<file path="config.mk">
export PLATFORM = sky130hd
export DESIGN_NAME = dual_reload_timer
export DESIGN_NICKNAME = d
export VERILOG_FILES = /design/src/rtl/drt_pkg.sv /design/src/rtl/drt_prescaler.sv /design/src/rtl/drt_half.sv /design/src/rtl/dual_reload_timer.sv
export SDC_FILE = /design/constraint.sdc
export NUM_CORES = 1
export LEC_CHECK = 0
export BUFFER_PORTS_ARGS = -buffer_cell sky130_fd_sc_hd__buf_2
export CORE_MARGIN = 2
export CORE_UTILIZATION = 59
export CTS_CLUSTER_SIZE = 40
export DETAILED_ROUTE_END_ITERATION = 8
export GPL_TIMING_DRIVEN = 0
export PLACE_DENSITY = 0.79
export SYNTH_ARGS = -nofsm -noshare
export SYNTH_HDL_FRONTEND = slang
export SYNTH_SLANG_ARGS = --single-unit
</file>
<file path="constraint.sdc">
create_clock -name clk -period 2.04 [get_ports clk]
set_input_delay 0.204 -clock clk [delete_from_list [all_inputs] [get_ports clk]]
set_output_delay 0.204 -clock clk [all_outputs]
set_load 0.005 [all_outputs]
</file>
<file path="src/rtl/drt_pkg.sv">
// Package: shared constants and types for the split dual reload timer.
// Assumes an 8-bit register data path; the control register layout below
// is fixed and decoded by the top module.
package drt_pkg;

    localparam int DATA_W = 8;
    localparam int ADDR_W = 3;

    typedef enum logic [ADDR_W-1:0] {
        A_CTRL   = 3'd0,
        A_LO_CNT = 3'd1,
        A_HI_CNT = 3'd2,
        A_LO_RLD = 3'd3,
        A_HI_RLD = 3'd4
    } reg_addr_e;

    // Control register, bit 7 down to bit 0.
    typedef struct packed {
        logic hi_flag;
        logic lo_flag;
        logic lo_fast;
        logic hi_fast;
        logic ext_sel;
        logic irq_en;
        logic lo_irq_en;
        logic hi_run;
    } ctrl_t;

endpackage

</file>
<file path="src/rtl/drt_prescaler.sv">
// Module: drt_prescaler
// Free-running divider. Counts cycles in which en is high and emits a
// one-cycle tick on every DIV-th such cycle. Assumes en is synchronous to clk.
module drt_prescaler #(
    parameter int DIV = 12
) (
    input  logic clk,
    input  logic rst_n,
    input  logic en,
    output logic tick
);
    localparam int CW = (DIV > 1) ? $clog2(DIV) : 1;
    localparam logic [CW-1:0] LAST = CW'(DIV - 1);

    logic [CW-1:0] cnt_q;

    assign tick = en && (cnt_q == LAST);

    // Advance the divide counter on each enabled cycle, wrapping at DIV.
    always_ff @(posedge clk) begin
        if (!rst_n)
            cnt_q <= '0;
        else if (en)
            cnt_q <= (cnt_q == LAST) ? '0 : cnt_q + 1'b1;
    end

    generate
        if (DIV > 1) begin : g_chk
            // a divided tick never lasts two cycles in a row
            p_tick_single_r5: assert property (@(posedge clk) disable iff (!rst_n)
                tick |=> !tick);
        end
    endgenerate

endmodule

</file>
<file path="src/rtl/drt_half.sv">
// Module: drt_half
// One 8-bit half of the timer: counts on tick when run is high, reloads on
// wrap from all-ones, and reports the wrap on ovf. A software write to the
// counter wins over counting and suppresses the overflow of that cycle.
module drt_half #(
    parameter int W = 8
) (
    input  logic         clk,
    input  logic         rst_n,
    input  logic         tick,
    input  logic         run,
    input  logic         wr_cnt,
    input  logic [W-1:0] wr_data,
    input  logic [W-1:0] rld,
    output logic [W-1:0] cnt,
    output logic         ovf
);
    logic [W-1:0] cnt_q;
    logic         step;

    assign step = tick & run;
    assign ovf  = step & ~wr_cnt & (&cnt_q);
    assign cnt  = cnt_q;

    // Counter update: software write first, then reload on wrap, then count.
    always_ff @(posedge clk) begin
        if (!rst_n)
            cnt_q <= '0;
        else if (wr_cnt)
            cnt_q <= wr_data;
        else if (ovf)
            cnt_q <= rld;
        else if (step)
            cnt_q <= cnt_q + 1'b1;
    end

    // a wrap loads the reload value seen at that edge
    p_wrap_reload_r1: assert property (@(posedge clk) disable iff (!rst_n)
        ovf |=> (cnt_q == $past(rld)));

    // a counter write takes the written value
    p_write_wins_r11: assert property (@(posedge clk) disable iff (!rst_n)
        wr_cnt |=> (cnt_q == $past(wr_data)));

    // without an enabled tick and without a write, the count holds
    p_hold_r3: assert property (@(posedge clk) disable iff (!rst_n)
        (!step && !wr_cnt) |=> $stable(cnt_q));

endmodule

</file>
<file path="src/rtl/dual_reload_timer.sv">
// Module: dual_reload_timer
// Two independent 8-bit reload counters with per-half tick selection,
// sticky overflow flags and one level interrupt. Assumes ext_tick is
// already synchronized to clk. Index 0 is the low half, index 1 the high half.
module dual_reload_timer
    import drt_pkg::*;
#(
    parameter int SYS_DIV = 12,
    parameter int EXT_DIV = 8
) (
    input  logic              clk,
    input  logic              rst_n,
    input  logic              ext_tick,
    input  logic [ADDR_W-1:0] addr,
    input  logic              wr_en,
    input  logic              rd_en,
    input  logic [DATA_W-1:0] wr_data,
    output logic [DATA_W-1:0] rd_data,
    output logic              irq
);
    localparam int NHALF = 2;

    ctrl_t                   ctrl_q;
    logic                    sys_div_tick;
    logic                    ext_div_tick;
    logic                    slow_tick;
    logic                    wr_ctrl;
    logic [NHALF-1:0]        fast;
    logic [NHALF-1:0]        run;
    logic [NHALF-1:0]        tick;
    logic [NHALF-1:0]        wr_cnt;
    logic [NHALF-1:0]        wr_rld;
    logic [NHALF-1:0]        ovf;
    logic [DATA_W-1:0]       cnt   [NHALF];
    logic [DATA_W-1:0]       rld_q [NHALF];

    drt_prescaler #(.DIV(SYS_DIV)) u_sys_div (
        .clk   (clk),
        .rst_n (rst_n),
        .en    (1'b1),
        .tick  (sys_div_tick)
    );

    drt_prescaler #(.DIV(EXT_DIV)) u_ext_div (
        .clk   (clk),
        .rst_n (rst_n),
        .en    (ext_tick),
        .tick  (ext_div_tick)
    );

    assign slow_tick = ctrl_q.ext_sel ? ext_div_tick : sys_div_tick;
    assign wr_ctrl   = wr_en && (addr == A_CTRL);

    assign fast[0]   = ctrl_q.lo_fast;
    assign fast[1]   = ctrl_q.hi_fast;
    assign run[0]    = 1'b1;
    assign run[1]    = ctrl_q.hi_run;
    assign wr_cnt[0] = wr_en && (addr == A_LO_CNT);
    assign wr_cnt[1] = wr_en && (addr == A_HI_CNT);
    assign wr_rld[0] = wr_en && (addr == A_LO_RLD);
    assign wr_rld[1] = wr_en && (addr == A_HI_RLD);

    generate
        for (genvar i = 0; i < NHALF; i++) begin : g_half
            assign tick[i] = fast[i] ? 1'b1 : slow_tick;

            // Reload register of this half, written by software only.
            always_ff @(posedge clk) begin
                if (!rst_n)
                    rld_q[i] <= '0;
                else if (wr_rld[i])
                    rld_q[i] <= wr_data;
            end

            drt_half #(.W(DATA_W)) u_half (
                .clk     (clk),
                .rst_n   (rst_n),
                .tick    (tick[i]),
                .run     (run[i]),
                .wr_cnt  (wr_cnt[i]),
                .wr_data (wr_data),
                .rld     (rld_q[i]),
                .cnt     (cnt[i]),
                .ovf     (ovf[i])
            );
        end
    endgenerate

    // Control register: software write, then overflow sets flags (set wins).
    always_ff @(posedge clk) begin
        if (!rst_n) begin
            ctrl_q <= '0;
        end else begin
            if (wr_ctrl)
                ctrl_q <= ctrl_t'(wr_data);
            if (ovf[0])
                ctrl_q.lo_flag <= 1'b1;
            if (ovf[1])
                ctrl_q.hi_flag <= 1'b1;
        end
    end

    assign irq = ctrl_q.irq_en &
                 (ctrl_q.hi_flag | (ctrl_q.lo_irq_en & ctrl_q.lo_flag));

    // Read multiplexer, forced to zero when no read is strobed.
    always_comb begin
        rd_data = '0;
        if (rd_en) begin
            case (addr)
                A_CTRL:   rd_data = ctrl_q;
                A_LO_CNT: rd_data = cnt[0];
                A_HI_CNT: rd_data = cnt[1];
                A_LO_RLD: rd_data = rld_q[0];
                A_HI_RLD: rd_data = rld_q[1];
                default:  rd_data = '0;
            endcase
        end
    end

    // an overflow always leaves its flag set, even against a clear
    p_hi_set_wins_r10: assert property (@(posedge clk) disable iff (!rst_n)
        ovf[1] |=> ctrl_q.hi_flag);
    p_lo_set_r7: assert property (@(posedge clk) disable iff (!rst_n)
        ovf[0] |=> ctrl_q.lo_flag);

    // without a control write a set flag stays set
    p_hi_sticky_r9: assert property (@(posedge clk) disable iff (!rst_n)
        (ctrl_q.hi_flag && !wr_ctrl) |=> ctrl_q.hi_flag);
    p_lo_sticky_r9: assert property (@(posedge clk) disable iff (!rst_n)
        (ctrl_q.lo_flag && !wr_ctrl) |=> ctrl_q.lo_flag);

    // a stopped high half with no write keeps its count
    p_run_gate_r3: assert property (@(posedge clk) disable iff (!rst_n)
        (!ctrl_q.hi_run && !wr_cnt[1]) |=> $stable(cnt[1]));

    // a raised request always has a set flag behind it
    p_irq_source_r8: assert property (@(posedge clk) disable iff (!rst_n)
        irq |-> (ctrl_q.hi_flag || ctrl_q.lo_flag));

endmodule

</file>
==> impl_metrics.sql, run 1 <==
INSERT INTO impl_metrics (metric_group, metric, value, unit) VALUES
('drt', 'detailedRoute.firstPassIterationCount', '5', ''),
('yosys', 'postSynth.asyncResetShare', '0', '%'),
('sta', 'max_freq', '536', 'MHz'),
('clock_network', 'tritoncts', 'yes', ''),
('yosys', 'post_synthesis_average_cell_area', '8.72', 'um2'),
('grt', 'first_global_vias', '2363', ''),
('yosys', 'yosysSeqAreaShare', '39.8', '%'),
('sta', 'slew_headroom', '62.4', '%'),
('sta', 'worst_slew_pin_slew', '564', 'ps'),
('sta', 'timing.final.crit_period', '1870', 'ps'),
('finish', 'areaGrowthSynthToFinish', '9.09', '%'),
('floorplanning', 'core_area', '0.00444', 'mm2'),
('finish', 'n_fill_cell', '390', ''),
('drt', 'finalWirelength', '7190', 'um'),
('floorplanning', 'rows', '24', ''),
('clock_network', 'worst_setup_hold_path_clk_slew', '90', 'ps'),
('yosys', 'synthCells', '317', ''),
('finish', 'antenna-diode-count', '0', ''),
('pwr', 'vdd.ir_drop.worst', '0.404', 'mV'),
('clock_network', 'cts-root-buf', 'sky130_fd_sc_hd__clkbuf_8', ''),
('clock_network', 'h-tree-depth', '2', ''),
('drt', 'via_density_per_instance', '6.43', ''),
('place', 'total_half_perimeter_wirelength_after_legalization_and_detailed_placement', '5210', 'um'),
('drt', 'postRouteAntennaNets', '0', ''),
('worst_setup_path', 'worstPathRequired', '2260', 'ps'),
('clock_network', 'cts-buffers-inserted', '5', ''),
('grt', 'grt_first_pass_wirelength', '11900', 'um'),
('yosys', 'mappedNetlistArea', '0.00277', 'mm2'),
('drt', 'route.detailed.drc', '0', ''),
('floorplanning', 'floorplan_die_area', '0.00525', 'mm2'),
('yosys', 'synthesis.nets', '338', ''),
('finish', 'drive_gt1_share', '14.8', '%'),
('finish', 'finish.net_count', '365', ''),
('worst_setup_path', 'cp-start-kind', 'flip-flop', ''),
('yosys', 'synthesis_warnings', '0', ''),
('yosys', 'synth.distinct_cells', '58', ''),
('sta', 'post-route-period-util', '91.5', '%'),
('status', 'status', 'finished, final reports clean', ''),
('grt', 'maximum_number_of_pins_on_one_net_before_global_route_repair', '14', ''),
('sta', 'timing.hold.ws', '197', 'ps'),
('worst_hold_path', 'timing.hold.worst.class', 'in -> reg', ''),
('floorplanning', 'die_height', '72.5', 'um'),
('clock_network', 'worstSkewPairLatency', '300', 'ps'),
('yosys', 'synth-edff-count', '16', ''),
('pwr', 'leakage_power', '1.17', 'nW'),
('yosys', 'synth_ff_type', 'sky130_fd_sc_hd__dfxtp_1', ''),
('sta', 'timing.final.setup_violations', '0', ''),
('grt', 'grt_overflow', '0', ''),
('yosys', 'post_synthesis_sequential_element_count', '47', ''),
('place', 'io_buffer_count', '20', ''),
('drt', 'wl_per_cell', '18.1', 'um'),
('clock_network', 'cts_sinks', '47', ''),
('grt', 'grt_antenna_before_repair', '0', ''),
('clock_network', 'clock_tree.buffer_depth', '2', ''),
('worst_setup_path', 'critPathKind', 'reg -> reg', ''),
('sta', 'setup_clock_skew_after_layout', '10.3', 'ps'),
('finish', 'final_cell_area', '0.00302', 'mm2'),
('worst_setup_path', 'worst_ep_arrival_time', '2090', 'ps'),
('grt', 'grt_usage', '29.5', '%'),
('worst_setup_path', 'timing.critical_path.fanout_max', '10', ''),
('worst_setup_path', 'worst_setup_path_end_kind', 'flip-flop', ''),
('sta', 'rsz0062_at_grt', 'no', ''),
('floorplanning', 'start_util', '62.2', '%'),
('pwr', 'power.density_cell_area', '599', 'mW/mm2'),
('sta', 'maxSlewViolCount', '0', ''),
('drt', 'vias', '2554', ''),
('place', 'post_dp_cell_area', '0.00293', 'mm2'),
('floorplanning', 'die_width', '72.5', 'um'),
('sta', 'final_hold_viol_count', '0', ''),
('flow_run', 'max_cap_viol_count', '0', ''),
('drt', 'drt_iter0_markers', '250', ''),
('place', 'globalplace.congestion', '0.958', ''),
('floorplanning', 'number_of_i_o_pins', '25', ''),
('sta', 'setup_total_negative_slack', '0', 'ps');
-- metal layers --
layer	GRT usage [%]	wire (um)
met5	0	0
met4	10.1	198
met3	6.11	618
met2	44.4	3170
met1	42.4	3210
-- critical path, stage by stage, from the launching register on --
cell                       delay (ps)
sky130_fd_sc_hd__dfxtp_1          360
sky130_fd_sc_hd__ha_1             270
sky130_fd_sc_hd__nand3b_4         140
sky130_fd_sc_hd__o211ai_2         210
sky130_fd_sc_hd__buf_4            210
sky130_fd_sc_hd__nand2_1          160
sky130_fd_sc_hd__a211o_1          280
sky130_fd_sc_hd__a31oi_1          170
-- cells in the mapped netlist (2+ instances only) --
cell type,instances,area [um2]
sky130_fd_sc_hd__nand2_1,37,139
sky130_fd_sc_hd__nor2_1,34,128
sky130_fd_sc_hd__a21oi_1,31,155
sky130_fd_sc_hd__dfxtp_1,31,621
sky130_fd_sc_hd__and2_1,17,106
sky130_fd_sc_hd__edfxtp_1,16,480
sky130_fd_sc_hd__mux2i_1,16,160
sky130_fd_sc_hd__nand3_1,13,65.1
sky130_fd_sc_hd__o21ai_0,12,60.1
sky130_fd_sc_hd__a22oi_1,8,60.1
sky130_fd_sc_hd__clkbuf_1,8,30.0
sky130_fd_sc_hd__buf_2,7,35.0
sky130_fd_sc_hd__nand4_1,6,37.5
sky130_fd_sc_hd__ha_1,5,62.6
sky130_fd_sc_hd__inv_1,5,18.8
sky130_fd_sc_hd__a31oi_1,4,25.0
sky130_fd_sc_hd__nand3b_1,4,30.0
sky130_fd_sc_hd__and3_1,3,18.8
sky130_fd_sc_hd__nand2b_1,3,18.8
sky130_fd_sc_hd__xnor2_1,3,26.3
sky130_fd_sc_hd__xor2_1,3,26.3
sky130_fd_sc_hd__a211o_1,2,17.5
sky130_fd_sc_hd__a21boi_0,2,15.0
sky130_fd_sc_hd__a311oi_1,2,17.5
sky130_fd_sc_hd__a31o_1,2,17.5
sky130_fd_sc_hd__a41oi_1,2,17.5
sky130_fd_sc_hd__and3b_1,2,17.5
sky130_fd_sc_hd__clkbuf_2,2,10.0
sky130_fd_sc_hd__nand3_2,2,20.0
sky130_fd_sc_hd__nor2b_1,2,12.5
sky130_fd_sc_hd__nor3b_1,2,15.0
sky130_fd_sc_hd__o211ai_1,2,15.0
sky130_fd_sc_hd__o221ai_1,2,17.5
sky130_fd_sc_hd__o22a_1,2,17.5
sky130_fd_sc_hd__o31ai_1,2,15.0
-- registers in the layout, indices dropped and copies added, names as in the netlist --
signal,flops
u_sys_div.cnt_q,4
u_ext_div.cnt_q,3
ctrl_q,8
g_half.u_half.cnt,16
rld_q,16
-- power by group --
group	total, mW	internal (mW)	switching (mW)
Combinational	0.205	0.0769	0.129
Clock	0.547	0.241	0.306
Sequential	1.05	1.01	0.0409
Total	1.81	1.33	0.476
-- placed cells by master, fill, tap and decap left out, drive strengths merged, types with 3 or more instances in the layout --
cell | netlist | final
inv | 5 | 5
nand2 | 38 | 38
ha | 5 | 5
buf | 9 | 29
xnor2 | 3 | 3
and2 | 17 | 17
nor2 | 35 | 35
nand4 | 6 | 6
a22oi | 8 | 8
o211ai | 3 | 3
a21oi | 31 | 31
mux2i | 16 | 16
clkbuf | 10 | 17
nand3 | 15 | 15
xor2 | 3 | 3
nand3b | 5 | 5
edfxtp | 16 | 16
a31oi | 4 | 4
nor3b | 3 | 3
dfxtp | 31 | 31
and3 | 4 | 4
nand2b | 3 | 3
o21ai | 12 | 12
nor2b | 3 | 3
-- stage by stage --
stage / total power [mW] / util, % / setup slack [ps] / cells
floorplan: 1.19 / - / 414 / 317
global placement: 1.27 / 65.9 / 112 / 389
detailed placement: 1.28 / 65.9 / 85.8 / 389
CTS: 1.80 / 67.8 / 88.5 / 397
global route: 1.88 / 67.9 / 22.7 / 397
finish: 1.81 / 67.9 / 174 / 397
-- path summary, 6_finish.rpt --
path,from,end,slack [ps],depth (start not counted)
min reg2reg,u_sys_div.cnt_q[0],u_sys_div.cnt_q[0],440,1
max,u_sys_div.cnt_q[0],g_half[0].u_half.cnt[5],170,7
max reg2reg,u_sys_div.cnt_q[0],g_half[0].u_half.cnt[5],170,7
min,wr_data[1],ctrl_q[1],200,3
-- cell families after synthesis --
| family | synth area share, % |
|---|---|
| buffers and inverters | 4.07 |
| AND/OR/NAND/NOR | 26.4 |
| flip-flops | 39.8 |
| multiplexers | 6.20 |
| XOR/XNOR | 1.90 |
| adder cells (fa/ha/maj) | 2.26 |
| AO/OA/AOI/OAI | 19.3 |
-- final cells by class --
class / count / area, um2 / area share (%)
Buffer: 19 / 93.8 / 3.11
Clock buffer: 7 / 76.3 / 2.53
Clock inverter: 1 / 5.00 / 0.166
Inverter: 5 / 18.8 / 0.622
Multi-Input combinational cell: 246 / 1560 / 51.6
Sequential cell: 47 / 1100 / 36.5
Tap cell: 52 / 65.1 / 2.16
Timing Repair Buffer: 20 / 100 / 3.32
-- timing repair --
action | in CTS | in global routing
resized for setup | 0 | 1
hold buffers | 0 | 0
buffers inserted | 0 | 0
endpoints found under the setup margin | 0 | 8
endpoints found under the hold margin | 0 | 0
Power figures use the tool's default switching activity.
==> run 2: changes to the inputs <==
--- a/config.mk
+++ b/config.mk
@@ -5,7 +5,8 @@
 export SDC_FILE = /design/constraint.sdc
 export NUM_CORES = 1
 export LEC_CHECK = 0
-export BUFFER_PORTS_ARGS = -buffer_cell sky130_fd_sc_hd__buf_2
+export BUFFER_PORTS_ARGS = -buffer_cell sky130_fd_sc_hd__clkbuf_2
+export CAP_MARGIN = 20
 export CORE_MARGIN = 2
 export CORE_UTILIZATION = 59
 export CTS_CLUSTER_SIZE = 40
==> constraint.sdc (replaced) <==
create_clock -name clk -period 1.73 [get_ports clk]
set_input_delay 0.173 -clock clk [delete_from_list [all_inputs] [get_ports clk]]
set_output_delay 0.173 -clock clk [all_outputs]
set_load 0.005 [all_outputs]
==> run 2 against run 1 <==
Against the previous run: worst setup slack lost 120 ps; sequential power increased by 19%; power rose by 28%.
==> impl_metrics.sql, run 2 (synthesis gave the netlist of run 1 again) <==
INSERT INTO impl_metrics (metric_group, metric, value, unit) VALUES
('flow_run', 'max_cap_viol_count', '0', ''),
('clock_network', 'worstSkewPairLatency', '310', 'ps'),
('floorplanning', 'start_util', '62.2', '%'),
('status', 'status', 'finished, final reports clean', ''),
('drt', 'met3RoutedLength', '569', 'um'),
('floorplanning', 'rows', '24', ''),
('worst_setup_path', 'crit_end', 'g_half[1].u_half.cnt[6]', ''),
('worst_setup_path', 'ff2ff_setup_slack', '50', 'ps'),
('finish', 'antenna-diode-count', '0', ''),
('finish', 'leading_cell_type_in_the_layout_fill_and_taps_excluded', 'sky130_fd_sc_hd__nand2_1', ''),
('clock_network', 'worst_setup_hold_path_clk_slew', '90', 'ps'),
('worst_setup_path', 'crit_path_cell_trace', 'ha_4, ha_4, nand2_4, a221oi_4, buf_4, nand4_1, mux2i_1, a21oi_1', ''),
('sta', 'rsz0062_at_grt', 'yes', ''),
('pwr', 'power.density_cell_area', '725', 'mW/mm2'),
('clock_network', 'cts-buffers-inserted', '5', ''),
('drt', 'met2WireLength', '3360', 'um'),
('drt', 'via_density_per_instance', '6.53', ''),
('drt', 'finalWirelength', '7420', 'um'),
('worst_setup_path', 'timing.critical_path.fanout_max', '3', ''),
('sta', 'worst_slew_pin_slew', '562', 'ps'),
('worst_setup_path', 'worst_path_max_delay_cell', 'sky130_fd_sc_hd__dfxtp_4', ''),
('worst_setup_path', 'crit_path_max_incr_delay', '370', 'ps'),
('drt', 'route.detailed.drc', '0', ''),
('floorplanning', 'die_height', '72.5', 'um'),
('finish', 'layout.cells.most_common_list', 'sky130_fd_sc_hd__nand2_1 (35), sky130_fd_sc_hd__nor2_1 (34), sky130_fd_sc_hd__a21oi_1 (31), sky130_fd_sc_hd__dfxtp_1 (26), sky130_fd_sc_hd__clkbuf_2 (22)', ''),
('worst_setup_path', 'worst_ep_arrival_time', '1870', 'ps'),
('sta', 'maxSlewViolCount', '0', ''),
('drt', 'drt_iter0_markers', '295', ''),
('drt', 'postRouteAntennaNets', '0', ''),
('worst_hold_path', 'timing.hold.worst.class', 'in -> reg', ''),
('grt', 'maximum_number_of_pins_on_one_net_before_global_route_repair', '15', ''),
('grt', 'grt_first_pass_wirelength', '11900', 'um'),
('sta', 'post-route-period-util', '97.1', '%'),
('sta', 'timing.final.crit_period', '1680', 'ps'),
('grt', 'grt_antenna_before_repair', '0', ''),
('finish', 'finish.net_count', '369', ''),
('drt', 'detailedRoute.firstPassIterationCount', '6', ''),
('worst_hold_path', 'timing.hold.worst.start', 'wr_data[3]', ''),
('pwr', 'design_power_total', '2.30', 'mW'),
('worst_setup_path', 'worst_setup_path_end_kind', 'flip-flop', ''),
('drt', 'vias', '2617', ''),
('grt', 'grt_overflow', '0', ''),
('worst_setup_path', 'worst_r2r_endpoint', 'g_half[1].u_half.cnt[6]', ''),
('place', 'post_place_setup_slack', '-174', 'ps'),
('sta', 'max_freq', '595', 'MHz'),
('pwr', 'leakage_power', '1.21', 'nW'),
('clock_network', 'clock_tree.buffer_depth', '2', ''),
('worst_setup_path', 'number_of_cell_instances_on_the_worst_register_to_register_path', '8', ''),
('floorplanning', 'die_width', '72.5', 'um'),
('sta', 'slew_headroom', '62.5', '%'),
('pwr', 'vdd.ir_drop.worst', '0.506', 'mV'),
('place', 'io_buffer_count', '20', ''),
('worst_setup_path', 'cp-start-kind', 'flip-flop', ''),
('floorplanning', 'number_of_i_o_pins', '25', ''),
('grt', 'first_global_vias', '2318', ''),
('worst_setup_path', 'critPathMostFrequentCell', 'sky130_fd_sc_hd__ha_4', ''),
('worst_setup_path', 'critPathKind', 'reg -> reg', ''),
('drt', 'wl_per_cell', '18.5', 'um'),
('finish', 'drive_gt1_share', '20.6', '%'),
('clock_network', 'h-tree-depth', '2', ''),
('sta', 'setup_clock_skew_after_layout', '8.09', 'ps'),
('drt', 'highest_layer', 'met4', ''),
('place', 'globalplace.congestion', '0.962', ''),
('place', 'total_half_perimeter_wirelength_after_legalization_and_detailed_placement', '5230', 'um'),
('clock_network', 'holdBufCountCts', '0', ''),
('worst_setup_path', 'worstPathRequired', '1920', 'ps'),
('floorplanning', 'floorplan_die_area', '0.00525', 'mm2'),
('drt', 'm1WireLength', '3350', 'um'),
('worst_setup_path', 'crit_start', 'u_ext_div.cnt_q[0]', ''),
('clock_network', 'tritoncts', 'yes', ''),
('sta', 'timing.final.setup_violations', '0', ''),
('finish', 'areaGrowthSynthToFinish', '14.9', '%'),
('grt', 'grt_usage', '29.8', '%'),
('sta', 'final_hold_viol_count', '0', ''),
('clock_network', 'cts_sinks', '47', ''),
('worst_setup_path', 'worstReg2RegStart', 'u_ext_div.cnt_q[0]', ''),
('sta', 'setup_ws', '50.4', 'ps'),
('clock_network', 'cts-root-buf', 'sky130_fd_sc_hd__clkbuf_8', ''),
('floorplanning', 'core_area', '0.00444', 'mm2');
[run 2: cell count changes in the layout (fill, tap and decap cells not counted), sizes merged]
cell and change:
bufinv +1, clkinv +1, clkbuf +16, buf -14
[run 2: worst min path at each step]
stage | to | slack (ps) | cells after the start
finish | ctrl_q[3] | 170 | 3
global placement | u_sys_div.cnt_q[0] | 430 | 1
detailed placement | u_sys_div.cnt_q[0] | 440 | 1
CTS | ctrl_q[5] | 170 | 3
global route | ctrl_q[5] | 190 | 3
floorplan | g_half[1].u_half.cnt[1] | 310 | 1
[run 2: layout make-up]
class / instances / area (um2)
plain buffers: 17 / 90.1
clock buffers: 5 / 68.8
clock inverters: 3 / 38.8
fillers: 348 / 1270
inverters: 5 / 18.8
multi-input cells: 246 / 1640
flip-flops and latches: 47 / 1110
well taps: 52 / 65.1
repair buffers: 26 / 145
[run 2: timing repair]
action	CTS	global route
pin swaps	2	1
gates resized for setup	11	13
setup endpoints to repair	21	16
cloned	0	0
buffers inserted	2	4
[run 2: per-layer routing]
layer	global-route usage (%)	up-vias
li1	-	1214
met1	43.7	1258
met2	43.9	130
met3	5.42	15
met4	10.7	0
met5	0	-
[run 2: stage by stage]
| stage | std cells | utilization (%) | hold slack (ps) | setup TNS (ps) | cell area (um2) |
|---|---|---|---|---|---|
| finish | 401 | 71.5 | 172 | 0 | 3180 |
| global route | 401 | 71.5 | 186 | -55.7 | 3180 |
| CTS | 397 | 69.3 | 168 | -24.5 | 3080 |
| detailed placement | 389 | 65.9 | 441 | -2910 | 2930 |
| global placement | 389 | 65.9 | 433 | -2340 | 2930 |
| floorplan | 317 | - | 308 | 0 | 2770 |
[run 2: worst max-delay path, delay by kind of cell (launching register included)]
family / cells / cell delay (ps)
and+or+nand+nor: 2 / 200
adders and majority gates: 2 / 280
buffers and inverters: 1 / 170
DFF: 1 / 370
AOI/OAI and AO/OA: 2 / 370
muxes: 1 / 170
[run 2: where the power goes]
part	switching (mW)	total, mW	internal, mW
clock network	0.378	0.802	0.424
registers	0.0555	1.25	1.19
logic	0.155	0.253	0.0976
total	0.589	2.30	1.72
